**src/rtl/bps_pkg.sv**
```systemverilog
package bps_pkg;
    typedef enum logic [1:0] {
        PH_IDLE   = 2'd0,
        PH_SETUP  = 2'd1,
        PH_ACCESS = 2'd2,
        PH_HOLD   = 2'd3
    } bps_phase_e;
endpackage

```
**src/rtl/bps_phase_ctrl.sv**
```systemverilog
module bps_phase_ctrl
    import bps_pkg::*;
#(
    parameter int RD_SETUP = 1,
    parameter int RD_WAIT  = 1,
    parameter int RD_HOLD  = 1,
    parameter int WR_SETUP = 1,
    parameter int WR_WAIT  = 0,
    parameter int WR_HOLD  = 1
) (
    input  logic       clk,
    input  logic       rst_n,
    input  logic       req,
    input  logic       wr_req,
    output bps_phase_e phase,
    output logic       dir,
    output logic       last_access,
    output logic       done
);
    localparam int MAX_RD  = (RD_SETUP > RD_WAIT) ? ((RD_SETUP > RD_HOLD) ? RD_SETUP : RD_HOLD)
                                                  : ((RD_WAIT > RD_HOLD) ? RD_WAIT : RD_HOLD);
    localparam int MAX_WR  = (WR_SETUP > WR_WAIT) ? ((WR_SETUP > WR_HOLD) ? WR_SETUP : WR_HOLD)
                                                  : ((WR_WAIT > WR_HOLD) ? WR_WAIT : WR_HOLD);
    localparam int MAX_LEN = (MAX_RD > MAX_WR) ? MAX_RD : MAX_WR;
    localparam int CW      = $clog2(MAX_LEN + 2);

    bps_phase_e    state_q, state_d;
    logic [CW-1:0] cnt_q, cnt_d, cnt_cur;
    logic          dir_q;
    int            s_len, w_len, h_len;
    logic          last_setup, last_hold;

    // Direction is sampled in the first cycle and held for the transfer.
    always_comb begin
        dir   = (state_q == PH_IDLE) ? wr_req : dir_q;
        s_len = dir ? WR_SETUP : RD_SETUP;
        w_len = dir ? WR_WAIT  : RD_WAIT;
        h_len = dir ? WR_HOLD  : RD_HOLD;
    end

    // The request cycle in IDLE already counts as the first phase cycle.
    always_comb begin
        phase   = state_q;
        cnt_cur = cnt_q;
        if (state_q == PH_IDLE) begin
            cnt_cur = '0;
            if (req) phase = (s_len > 0) ? PH_SETUP : PH_ACCESS;
        end
    end

    always_comb begin
        last_setup  = (phase == PH_SETUP)  && (int'(cnt_cur) == s_len - 1);
        last_access = (phase == PH_ACCESS) && (int'(cnt_cur) == w_len);
        last_hold   = (phase == PH_HOLD)   && (int'(cnt_cur) == h_len - 1);
        done        = (last_access && (h_len == 0)) || last_hold;
    end

    // Next-state decision
    always_comb begin
        state_d = phase;
        cnt_d   = cnt_cur + 1'b1;
        unique case (phase)
            PH_IDLE: begin
                state_d = PH_IDLE;
                cnt_d   = '0;
            end
            PH_SETUP: begin
                if (last_setup) begin
                    state_d = PH_ACCESS;
                    cnt_d   = '0;
                end
            end
            PH_ACCESS: begin
                if (last_access) begin
                    state_d = (h_len == 0) ? PH_IDLE : PH_HOLD;
                    cnt_d   = '0;
                end
            end
            PH_HOLD: begin
                if (last_hold) begin
                    state_d = PH_IDLE;
                    cnt_d   = '0;
                end
            end
            default: begin
                state_d = PH_IDLE;
                cnt_d   = '0;
            end
        endcase
    end

    // State register
    always_ff @(posedge clk) begin
        if (!rst_n) begin
            state_q <= PH_IDLE;
            cnt_q   <= '0;
            dir_q   <= 1'b0;
        end else begin
            state_q <= state_d;
            cnt_q   <= cnt_d;
            dir_q   <= dir;
        end
    end

    AST_SETUP_ORDER: assert property (@(posedge clk) disable iff (!rst_n)
        (state_q == PH_SETUP) |=> (state_q == PH_SETUP || state_q == PH_ACCESS));
    AST_HOLD_ORDER: assert property (@(posedge clk) disable iff (!rst_n)
        (state_q == PH_HOLD) |=> (state_q == PH_HOLD || state_q == PH_IDLE));
    AST_ACCESS_BOUND: assert property (@(posedge clk) disable iff (!rst_n)
        (state_q == PH_ACCESS) |-> (int'(cnt_q) <= w_len));
    AST_DONE_RELEASE: assert property (@(posedge clk) disable iff (!rst_n)
        done |=> (state_q == PH_IDLE));
endmodule

```
**src/rtl/bps_rdata_hold.sv**
```systemverilog
module bps_rdata_hold
    import bps_pkg::*;
#(
    parameter int DW = 32
) (
    input  logic          clk,
    input  logic          rst_n,
    input  bps_phase_e    phase,
    input  logic          capture,
    input  logic          rd_dir,
    input  logic [DW-1:0] slv_rdata,
    output logic [DW-1:0] mst_rdata
);
    logic [DW-1:0] rdata_q;

    always_ff @(posedge clk) begin
        if (!rst_n)                  rdata_q <= '0;
        else if (capture && rd_dir)  rdata_q <= slv_rdata;
    end

    // Pass through on the final access cycle so a zero-hold read needs no extra cycle.
    always_comb mst_rdata = capture ? slv_rdata : rdata_q;

    AST_RDATA_HELD: assert property (@(posedge clk) disable iff (!rst_n)
        (phase == PH_HOLD && $past(phase == PH_HOLD)) |-> $stable(rdata_q));
endmodule

```
**src/rtl/bus_phase_seq.sv**
```systemverilog
module bus_phase_seq
    import bps_pkg::*;
#(
    parameter int AW       = 16,
    parameter int DW       = 32,
    parameter int RD_SETUP = 1,
    parameter int RD_WAIT  = 1,
    parameter int RD_HOLD  = 1,
    parameter int WR_SETUP = 1,
    parameter int WR_WAIT  = 0,
    parameter int WR_HOLD  = 1
) (
    input  logic          clk,
    input  logic          rst_n,
    input  logic [AW-1:0] mst_addr,
    input  logic          mst_read,
    input  logic          mst_write,
    input  logic [DW-1:0] mst_wdata,
    output logic [DW-1:0] mst_rdata,
    output logic          mst_waitreq,
    output logic          slv_cs,
    output logic          slv_rd,
    output logic          slv_wr,
    output logic [AW-1:0] slv_addr,
    output logic [DW-1:0] slv_wdata,
    input  logic [DW-1:0] slv_rdata
);
    bps_phase_e phase;
    logic       dir, last_access, done;

    bps_phase_ctrl #(
        .RD_SETUP(RD_SETUP), .RD_WAIT(RD_WAIT), .RD_HOLD(RD_HOLD),
        .WR_SETUP(WR_SETUP), .WR_WAIT(WR_WAIT), .WR_HOLD(WR_HOLD)
    ) u_ctrl (
        .clk        (clk),
        .rst_n      (rst_n),
        .req        (mst_read | mst_write),
        .wr_req     (mst_write),
        .phase      (phase),
        .dir        (dir),
        .last_access(last_access),
        .done       (done)
    );

    bps_rdata_hold #(.DW(DW)) u_rdata (
        .clk      (clk),
        .rst_n    (rst_n),
        .phase    (phase),
        .capture  (last_access),
        .rd_dir   (!dir),
        .slv_rdata(slv_rdata),
        .mst_rdata(mst_rdata)
    );

    // Output decode
    always_comb begin
        mst_waitreq = (phase != PH_IDLE) && !done;
        slv_cs      = (phase != PH_IDLE);
        slv_rd      = (phase == PH_ACCESS) && !dir;
        slv_wr      = (phase == PH_ACCESS) && dir;
        slv_addr    = mst_addr;
        slv_wdata   = mst_wdata;
    end

    AST_MASTER_STABLE: assert property (@(posedge clk) disable iff (!rst_n)
        mst_waitreq |=> ($stable(mst_addr) && $stable(mst_read) && $stable(mst_write)));
    AST_STROBE_IN_CS: assert property (@(posedge clk) disable iff (!rst_n)
        (slv_rd || slv_wr) |-> slv_cs);
    AST_IDLE_QUIET: assert property (@(posedge clk) disable iff (!rst_n)
        !(mst_read || mst_write) && !slv_cs |-> !mst_waitreq);
endmodule

```
**config.mk**
```make
export PLATFORM = sky130hd
export DESIGN_NAME = bus_phase_seq
export DESIGN_NICKNAME = d
export VERILOG_FILES = /design/src/rtl/bps_pkg.sv /design/src/rtl/bps_phase_ctrl.sv /design/src/rtl/bps_rdata_hold.sv /design/src/rtl/bus_phase_seq.sv
export SDC_FILE = /design/constraint.sdc
export NUM_CORES = 1
export LEC_CHECK = 0
export BUFFER_PORTS_ARGS = -buffer_cell sky130_fd_sc_hd__buf_2
export CORE_MARGIN = 2
export CORE_UTILIZATION = 35
export CTS_BUF_LIST = sky130_fd_sc_hd__clkbuf_8
export DETAILED_ROUTE_END_ITERATION = 10
export HOLD_SLACK_MARGIN = 0.05
export PLACE_DENSITY = 0.7
export REMOVE_ABC_BUFFERS = 1
export SLEW_MARGIN = 20
export SYNTH_ARGS = -nofsm -noshare
export SYNTH_HDL_FRONTEND = slang
export SYNTH_HIERARCHICAL = 1
export SYNTH_SLANG_ARGS = --single-unit
```
**constraint.sdc**
```tcl
create_clock -name clk -period 2.96 [get_ports clk]
set_input_delay 0.148 -clock clk [delete_from_list [all_inputs] [get_ports clk]]
set_output_delay 0.148 -clock clk [all_outputs]
set_load 0.02 [all_outputs]
```
==> results_dict.tcl, run 1 <==
set metrics [dict create \
    run_status "complete, no violations" \
    htree_levels 2 \
    p_leak_nw 1.15 \
    numCtsBuffers 5 \
    dr.pass1.iters 6 \
    syn_area_per_cell_um2 9.56 \
    multi_input_area_um2 1290 \
    rsz0062_at_grt "no" \
    grt_max_degree 70 \
    postCtsSetupBuffers 0 \
    setup-violations-final 0 \
    path_delay_family "buffers and inverters" \
    clock_path_buffers 2 \
    crit_type "reg -> out" \
    drt_iter0_drc 66 \
    ios 168 \
    hpwl_um 5370 \
    numPlacedInstances 373 \
    cap_viol_max_count 0 \
    fp.dieH_um 89.7 \
    antenna_left 0 \
    p_int_w 0.000884 \
    grt_pass1_wl_um 10700 \
    insertion_delay_ps 280 \
    ys_types 34 \
    tightest_slew_ps 670 \
    vdd_drop_max_mv 0.209 \
    seqCellArea_um2 741 \
    relSlewSlack_pct 55.4 \
    area_growth_pct 2.72 \
    crit_path_start_kind "register" \
    cts_tree "done" \
    cp.required_ps 2810 \
    p_clk_share_pct 27.1 \
    clock_skew_ps 5.11 \
    cts.sinks 37 \
    grt_usage_pct 17.3 \
    core-area_um2 7180 \
    wl_met3_um 1580 \
    nets 366 \
    yosysSeqAreaShare_pct 28.8 \
    place.gp.congestion 0.717 \
    drt-wirelength-per-cell_um 18.8 \
    vias 1959 \
    hold_viol_final 0 \
    clock-root-buffer "clkbuf_8" \
    syn-cell-area_um2 2570 \
    tns_ps 0 \
    powerDensity_nw_per_um2 498 \
    start_util_pct 35.8 \
    grt_pass1_vias 1846 \
    row_count 31 \
    totalPowerFinal_w 0.00132 \
    dieWidth_um 89.7 \
    sw_frac_of_total_pct 32.9 \
    crit_chain "nand2b_1 -> nor3_4 -> buf_4 -> mux2_2 -> buf_2" \
    diodes 0 \
    max_freq_mhz 435 \
    wl_met1_um 2710 \
    via_per_inst 5.16 \
    worst-path-buf-inv 2 \
    drive_gt1_share_pct 53.4 \
    top_layer "met5" \
    synth_cells 269 \
    critical_path_peak_fanout 36 \
    finalMaxSlewViolations 0 \
    hp-class "in -> reg" \
    wirelength_um 7130 \
    ys.warnings.count 6 \
    seqPwrFrac_pct 41.5 \
    grt_antenna_before_repair 0 \
    fin_crit_ps 2300 \
    crit_path_max_incr_delay_ps 480 \
    slowest_stage "dfxtp_1" \
    io_buffers 71 \
    grt_remaining_overflow 0 \
    fillers 730 \
    die_area_um2 8050 \
    arrival_ps 2150 \
    finalCritPeriodShare_pct 77.7 \
    synth_seq_cells 37 \
    cts_hold_buf 0 \
    path_clk_slew_ps 80 \
    power_switching_w 0.000432 \
    wl_met2_um 2730 \
    end_kind "primary output" \
    drcViolationCount 0 \
    final_cells 380 \
    pwr-share-comb_pct 31.4 \
    ctsResizeCount 0 \
]
==> flip-flops by register name (all words and copies together) (netlist names) <==
signal	count
u_ctrl/state_q	2
u_rdata/rdata_q	32
u_ctrl/dir_q	1
u_ctrl/cnt_q	2
==> layout by cell type, fill, tap and decap left out, drive strengths merged, types with 3 or more instances in the layout <==
cell    netlist  routed
dfxtp        37      37
mux2         33      33
inv           2       3
nor3          4       4
nand2        34      34
buf          69      75
clkbuf        1       6
o21ai        34      34
nand4        32      32
==> path summary, 6_finish.rpt <==
check | from | cells after the start | end | slack, ps
max | u_ctrl/state_q[1] | 5 | mst_rdata[31] | 660
min reg2reg | u_rdata/rdata_q[29] | 2 | u_rdata/rdata_q[29] | 450
max reg2reg | u_ctrl/state_q[1] | 5 | u_rdata/rdata_q[31] | 1160
min | slv_rdata[29] | 3 | u_rdata/rdata_q[29] | 120
==> cell families (layout without fill, tap and decap cells) <==
| logic type | count (synthesis) | in the layout | share of synthesized area (%) |
|---|---|---|---|
| adders and majority gates | 1 | 1 | 0.487 |
| muxes | 33 | 33 | 18.7 |
| and+or+nand+nor | 83 | 83 | 17.3 |
| xor gates and xnor gates | 1 | 1 | 0.341 |
| buffers and inverters | 72 | 84 | 21.1 |
| AOI/OAI and AO/OA | 42 | 42 | 13.3 |
| DFF | 37 | 37 | 28.8 |
==> metal layers <==
metal,global-route usage [%],up-vias
li1,-,923
met1,18.8,902
met2,21.8,121
met3,19.3,11
met4,4.23,2
met5,5.13,-
==> power by group through the flow <==
| stage | clock [W] | combinational, W | sequential [W] |
|---|---|---|---|
| 6_report | 0.000357 | 0.000414 | 0.000546 |
| 5_1_grt | 0.000397 | 0.000447 | 0.000549 |
| 4_1_cts | 0.000377 | 0.000419 | 0.000545 |
| 3_5_place_dp | 0 | 0.000417 | 0.000557 |
| 3_3_place_gp | 0 | 0.000411 | 0.000556 |
| 2_1_floorplan | 0 | 0.000293 | 0.000552 |
==> final cells by class <==
class,instances,share of cell area (%)
Tap cell,99,4.69
Clock buffer,6,3.13
Sequential cell,37,28.0
Timing Repair Buffer,75,14.7
Inverter,2,0.284
Clock inverter,1,0.142
Multi-Input combinational cell,160,49.0
==> metrics by stage <==
stage / util [%] / worst slack [ps] / hold WS (ps) / instance area [µm²]
final: 36.8 / 659 / 116 / 2640
after detailed placement: 35.6 / 968 / 296 / 2550
after global routing: 36.8 / 489 / 114 / 2640
after CTS: 36.8 / 629 / 106 / 2640
after floorplan: - / -1480 / 266 / 2040
after global placement: 35.6 / 1050 / 296 / 2550
==> worst register-to-register path: stages, from the launching register on <==
cell and delay [ps]:
dfxtp_1 480, nor2_1 90, mux2_4 330, inv_1 80, and2_4 490, o21ai_1 190
==> synthesized netlist by cell type, drive strengths merged <==
cell type | instances | area [µm²]
nor2 | 2 | 7.51
o21ai | 34 | 283
a21oi | 2 | 10.0
o21a | 2 | 15.0
and3 | 1 | 7.51
nor3b | 2 | 20.0
mux2 | 33 | 480
nor3 | 4 | 25.0
nor2b | 1 | 6.26
clkbuf | 1 | 3.75
nand4 | 32 | 200
buf | 69 | 531
and2 | 2 | 17.5
o21bai | 1 | 7.51
or2 | 2 | 12.5
dfxtp | 37 | 741
o21ba | 1 | 10.0
inv | 2 | 7.51
and3b | 1 | 8.76
a21o | 1 | 7.51
nand2b | 2 | 12.5
xnor2 | 1 | 8.76
nand2 | 34 | 128
o31a | 1 | 8.76
ha | 1 | 12.5
No activity file was read; power rests on OpenSTA's default activity.
==> run 2: changes to the inputs <==
PLACE_DENSITY = 0.72   (was 0.7)
clock period = 1.87 ns   (was 2.96 ns; I/O delays follow)
==> results_dict.tcl, run 2 (same netlist as run 1, synthesis figures left out) <==
set metrics [dict create \
    clock_skew_ps 6.06 \
    arrival_ps 1830 \
    place_ws_ps 96.7 \
    via_per_inst 5.16 \
    layout.cells.most_common_list "buf_2 (59), nand2_1 (34), dfxtp_1 (33)" \
    hp-class "in -> reg" \
    tns_ps -424 \
    nets 382 \
    rsz0062_at_grt "yes" \
    hold_viol_final 0 \
    grt_usage_pct 19.8 \
    antenna_left 0 \
    insertion_delay_ps 290 \
    crit_chain "xnor2_4 -> nor3_4 -> buf_6 -> buf_12 -> mux2_4 -> buf_6" \
    largest_reg_flops 32 \
    cts_tree "done" \
    grt_antenna_before_repair 0 \
    row_count 31 \
    grt_max_degree 70 \
    vias 2047 \
    max_freq_mhz 521 \
    end_kind "primary output" \
    grt_util_met3_pct 16.3 \
    area_growth_pct 19.7 \
    busiest_layer "met2" \
    finalMaxSlewViolations 0 \
    final_util_pct 42.9 \
    setup-violations-final 16 \
    start_util_pct 35.8 \
    grt_pass1_wl_um 12100 \
    run_status "finished, violations left" \
    powerDensity_nw_per_um2 834 \
    drive_gt1_share_pct 58.4 \
    p_leak_nw 1.32 \
    io_buffers 71 \
    fillers 707 \
    tightest_slew_ps 295 \
    grt_remaining_overflow 0 \
    die_area_um2 8050 \
    worst-path-buf-inv 3 \
    dieWidth_um 89.7 \
    critical_path_peak_fanout 6 \
    wirelength_um 8210 \
    crit_path_start_kind "register" \
    cts.sinks 37 \
    numCtsBuffers 5 \
    hold_ws_ps 59.6 \
    clock_path_buffers 2 \
    fin_crit_ps 1920 \
    regMostFlops "u_rdata/rdata_q" \
    gr-usage-met1_pct 24.4 \
    drt-wirelength-per-cell_um 20.7 \
    largestRegisters "u_rdata/rdata_q x32, u_ctrl/cnt_q x2, u_ctrl/state_q x2" \
    crit_top_cell "buf_6" \
    core-area_um2 7180 \
    diodes 0 \
    path_clk_slew_ps 80 \
    drcViolationCount 0 \
    worst_slack_ps -49.5 \
    violations "setup timing" \
    ios 168 \
    crit_type "reg -> out" \
    htree_levels 2 \
    hpwl_um 5600 \
    relSlewSlack_pct 80.3 \
    path_delay_family "buffers and inverters" \
    dr.pass1.iters 4 \
    slowest_stage "dfxtp_4" \
    vdd_drop_max_mv 0.395 \
    final_common_cell "buf_2" \
    clock-root-buffer "clkbuf_8" \
    crit_path_max_incr_delay_ps 370 \
    cp.required_ps 1780 \
    grt_util_met2_pct 26.3 \
    drt_iter0_drc 82 \
    cap_viol_max_count 0 \
    finalCritPeriodShare_pct 103 \
    grt_pass1_vias 1990 \
    fp.dieH_um 89.7 \
    place.gp.congestion 0.884 \
]
[run 2: cell count changes in the layout (fill, tap and decap cells not counted), moves of 4 or more]
cell     change
dfxtp_1      -4
buf_6       +16
buf_2       -11
buf_12       +5
[run 2: path summary, 6_finish.rpt]
check | startpoint | endpoint | slack (ps) | depth (start not counted)
setup / recovery | u_ctrl/cnt_q[0] | mst_rdata[26] | -50 | 6
hold reg to reg | u_rdata/rdata_q[31] | u_rdata/rdata_q[31] | 460 | 2
setup reg to reg | u_ctrl/state_q[0] | u_rdata/rdata_q[24] | 160 | 7
hold / removal | slv_rdata[19] | u_rdata/rdata_q[19] | 60 | 3
[run 2: worst register-to-register path: stages, from the launching register on]
cell and delay, ps:
dfxtp_4 340, buf_4 150, nor2_1 150, mux2_4 350
inv_1 110, buf_4 270, nand4_1 170, o21ai_2 90
[run 2: through the flow]
| stage | power [W] | instance area, µm² | cells |
|---|---|---|---|
| after floorplan | 0.00134 | 2040 | 199 |
| after global placement | 0.00158 | 2670 | 378 |
| after detailed placement | 0.00159 | 2670 | 378 |
| after CTS | 0.00259 | 3070 | 398 |
| after global routing | 0.00269 | 3080 | 397 |
| final | 0.00257 | 3080 | 397 |
[run 2: where the power goes]
| group | internal, W | switching (W) | total, W |
|---|---|---|---|
| Sequential | 0.000834 | 0.0000308 | 0.000865 |
| Clock | 0.000530 | 0.000306 | 0.000837 |
| Combinational | 0.000435 | 0.000429 | 0.000864 |
| Total | 0.00180 | 0.000766 | 0.00257 |
[run 2: metal layers]
layer	wire length (µm)	vias to the layer above
met2	3250	143
met5	34	-
met4	46	2
met3	1380	10
li1	-	948
met1	3500	944
[run 2: area by class of cell]
cell class	instances	area, µm²	area share [%]
clock buffer	5	68.8	2.24
multi-input combinational	160	1330	43.3
sequential	37	751	24.4
tap	99	124	4.02
timing repair buffer	91	731	23.7
clock inverter	3	65.1	2.11
inverter	2	7.51	0.244
[run 2: repair_timing]
action                                  4_1_cts  5_1_grt
pin swaps                                     1        2
gates resized for setup                      27       16
cloned                                        4        0
endpoints found under the hold margin         1        0
buffers inserted                              7        1
hold buffers                                  1        0
endpoints found under the setup margin       32       33
==> run 3: changes to the inputs <==
CORE_MARGIN = unset   (was 2)
==> results_dict.tcl, run 3 (same netlist as run 1, synthesis figures left out) <==
set metrics [dict create \
    final_common_cell "buf_2" \
    tightest_slew_ps 461 \
    largest_reg_flops 32 \
    place.gp.congestion 0.797 \
    hp-class "in -> reg" \
    antenna_left 0 \
    drive_gt1_share_pct 58.2 \
    hold_end "u_rdata/rdata_q[19]" \
    worst-path-buf-inv 3 \
    crit_type "reg -> out" \
    p_leak_nw 1.32 \
    finalMaxSlewViolations 0 \
    powerDensity_nw_per_um2 793 \
    clock_path_buffers 2 \
    grt_pass1_wl_um 11000 \
    r2r_slack_ps 150 \
    critical_path_peak_fanout 7 \
    numCtsBuffers 5 \
    cts_hold_buf 0 \
    cts.sinks 37 \
    path_clk_slew_ps 70 \
    path_delay_family "buffers and inverters" \
    grt_pass1_vias 1793 \
    drt_iter0_drc 68 \
    area_growth_pct 21.5 \
    crit_path_max_incr_delay_ps 340 \
    diodes 0 \
    wirelength_um 8070 \
    largestRegisters "u_rdata/rdata_q x32, u_ctrl/cnt_q x2, u_ctrl/state_q x2" \
    cts_tree "done" \
    slowest_stage "dfxtp_4" \
    tns_ps 0 \
    vias 2036 \
    drt-wirelength-per-cell_um 20.4 \
    via_per_inst 5.15 \
    grt_antenna_before_repair 0 \
    grt_remaining_overflow 0 \
    final_cells 395 \
    finalInstanceArea_um2 3120 \
    io_buffers 71 \
    grt_usage_pct 20.0 \
    grt_max_degree 28 \
    hpwl_um 5520 \
    setup-violations-final 0 \
    htree_levels 2 \
    max_freq_mhz 536 \
    dieWidth_um 87.7 \
    start_util_pct 37.0 \
    fp.dieH_um 87.7 \
    run_status "complete, no violations" \
    regMostFlops "u_rdata/rdata_q" \
    cap_viol_max_count 0 \
    finalCritPeriodShare_pct 99.7 \
    clock-root-buffer "clkbuf_8" \
    numPlacedInstances 376 \
    hold_depth 3 \
    hold_ws_ps 60.1 \
    relSlewSlack_pct 69.3 \
    worst_slack_ps 4.78 \
    ios 168 \
    die_area_um2 7690 \
    arrival_ps 1770 \
    r2r-start "u_ctrl/state_q[0]" \
    hold_viol_final 0 \
    dpl_cell_area_um2 2630 \
    vdd_drop_max_mv 0.267 \
    end_kind "primary output" \
    crit_path_start_kind "register" \
    dr.pass1.iters 5 \
    layout.cells.most_common_list "buf_2 (44), nand2_1 (34), dfxtp_1 (34)" \
    hp-start "slv_rdata[19]" \
    core-area_um2 6940 \
    fin_crit_ps 1870 \
    worstReg2RegEnd "u_rdata/rdata_q[15]" \
    place_ws_ps 119 \
    worstRegToRegCells 8 \
    row_count 30 \
    crit_chain "nand2b_4 -> nor3_4 -> buf_6 -> clkbuf_16 -> mux2_4 -> buf_6" \
    clock_skew_ps 6.40 \
    rsz0062_at_grt "yes" \
    crit_top_cell "buf_6" \
    insertion_delay_ps 290 \
    cp.required_ps 1780 \
    nets 383 \
    drcViolationCount 0 \
]
==> run 3: where the power goes <==
group,leakage [nW],internal (W),switching (W)
clock network,0.0626,0.000429,0.000282
registers,0.302,0.000834,0.0000318
logic,0.953,0.000466,0.000434
==> run 3: what timing repair did <==
action                     4_1_cts  5_1_grt
setup endpoints to repair       28       33
cloned                           3        1
pin swaps                        1        1
buffers inserted                 4        3
resized for setup               19       51
==> run 3: worst register-to-register path, stage by stage (launching register included) <==
cell and delay, ps:
dfxtp_4 340, nand2b_4 140, nor3_4 230, buf_6 170
clkbuf_16 170, buf_4 110, and2_4 190, buf_12 180
o21ai_2 80
==> run 3: area by class of cell <==
type / count / area (µm²)
sequential: 37 / 749
clock buffer: 6 / 82.6
fill: 670 / 3820
multi-input combinational: 160 / 1320
tap: 96 / 120
timing repair buffer: 92 / 806
clock inverter: 2 / 33.8
inverter: 2 / 7.51
==> run 3: routing by layer <==
metal	track usage (%)	part of all wire, %
met1	24.5	42
met2	24.9	40
met3	17.3	17
met4	4.77	0.73
met5	8.44	0.55
==> run 3: how the worst max path moves through the flow <==
stage	slack (ps)	end	startpoint	cells past startpoint
global placement	150	u_rdata/rdata_q[23]	u_ctrl/state_q[0]	6
CTS	-10	mst_rdata[2]	u_ctrl/state_q[0]	6
global route	-50	mst_rdata[9]	u_ctrl/state_q[0]	6
floorplan	-2570	u_rdata/rdata_q[29]	u_ctrl/state_q[1]	4
detailed placement	120	u_rdata/rdata_q[27]	u_ctrl/cnt_q[0]	6
finish	5	mst_rdata[9]	u_ctrl/state_q[0]	6
==> run 3: metrics by stage <==
step	utilization, %	power, W
floorplan	-	0.00134
global placement	37.9	0.00157
detailed placement	37.9	0.00158
CTS	42.0	0.00240
global route	45.0	0.00259
finish	45.0	0.00248
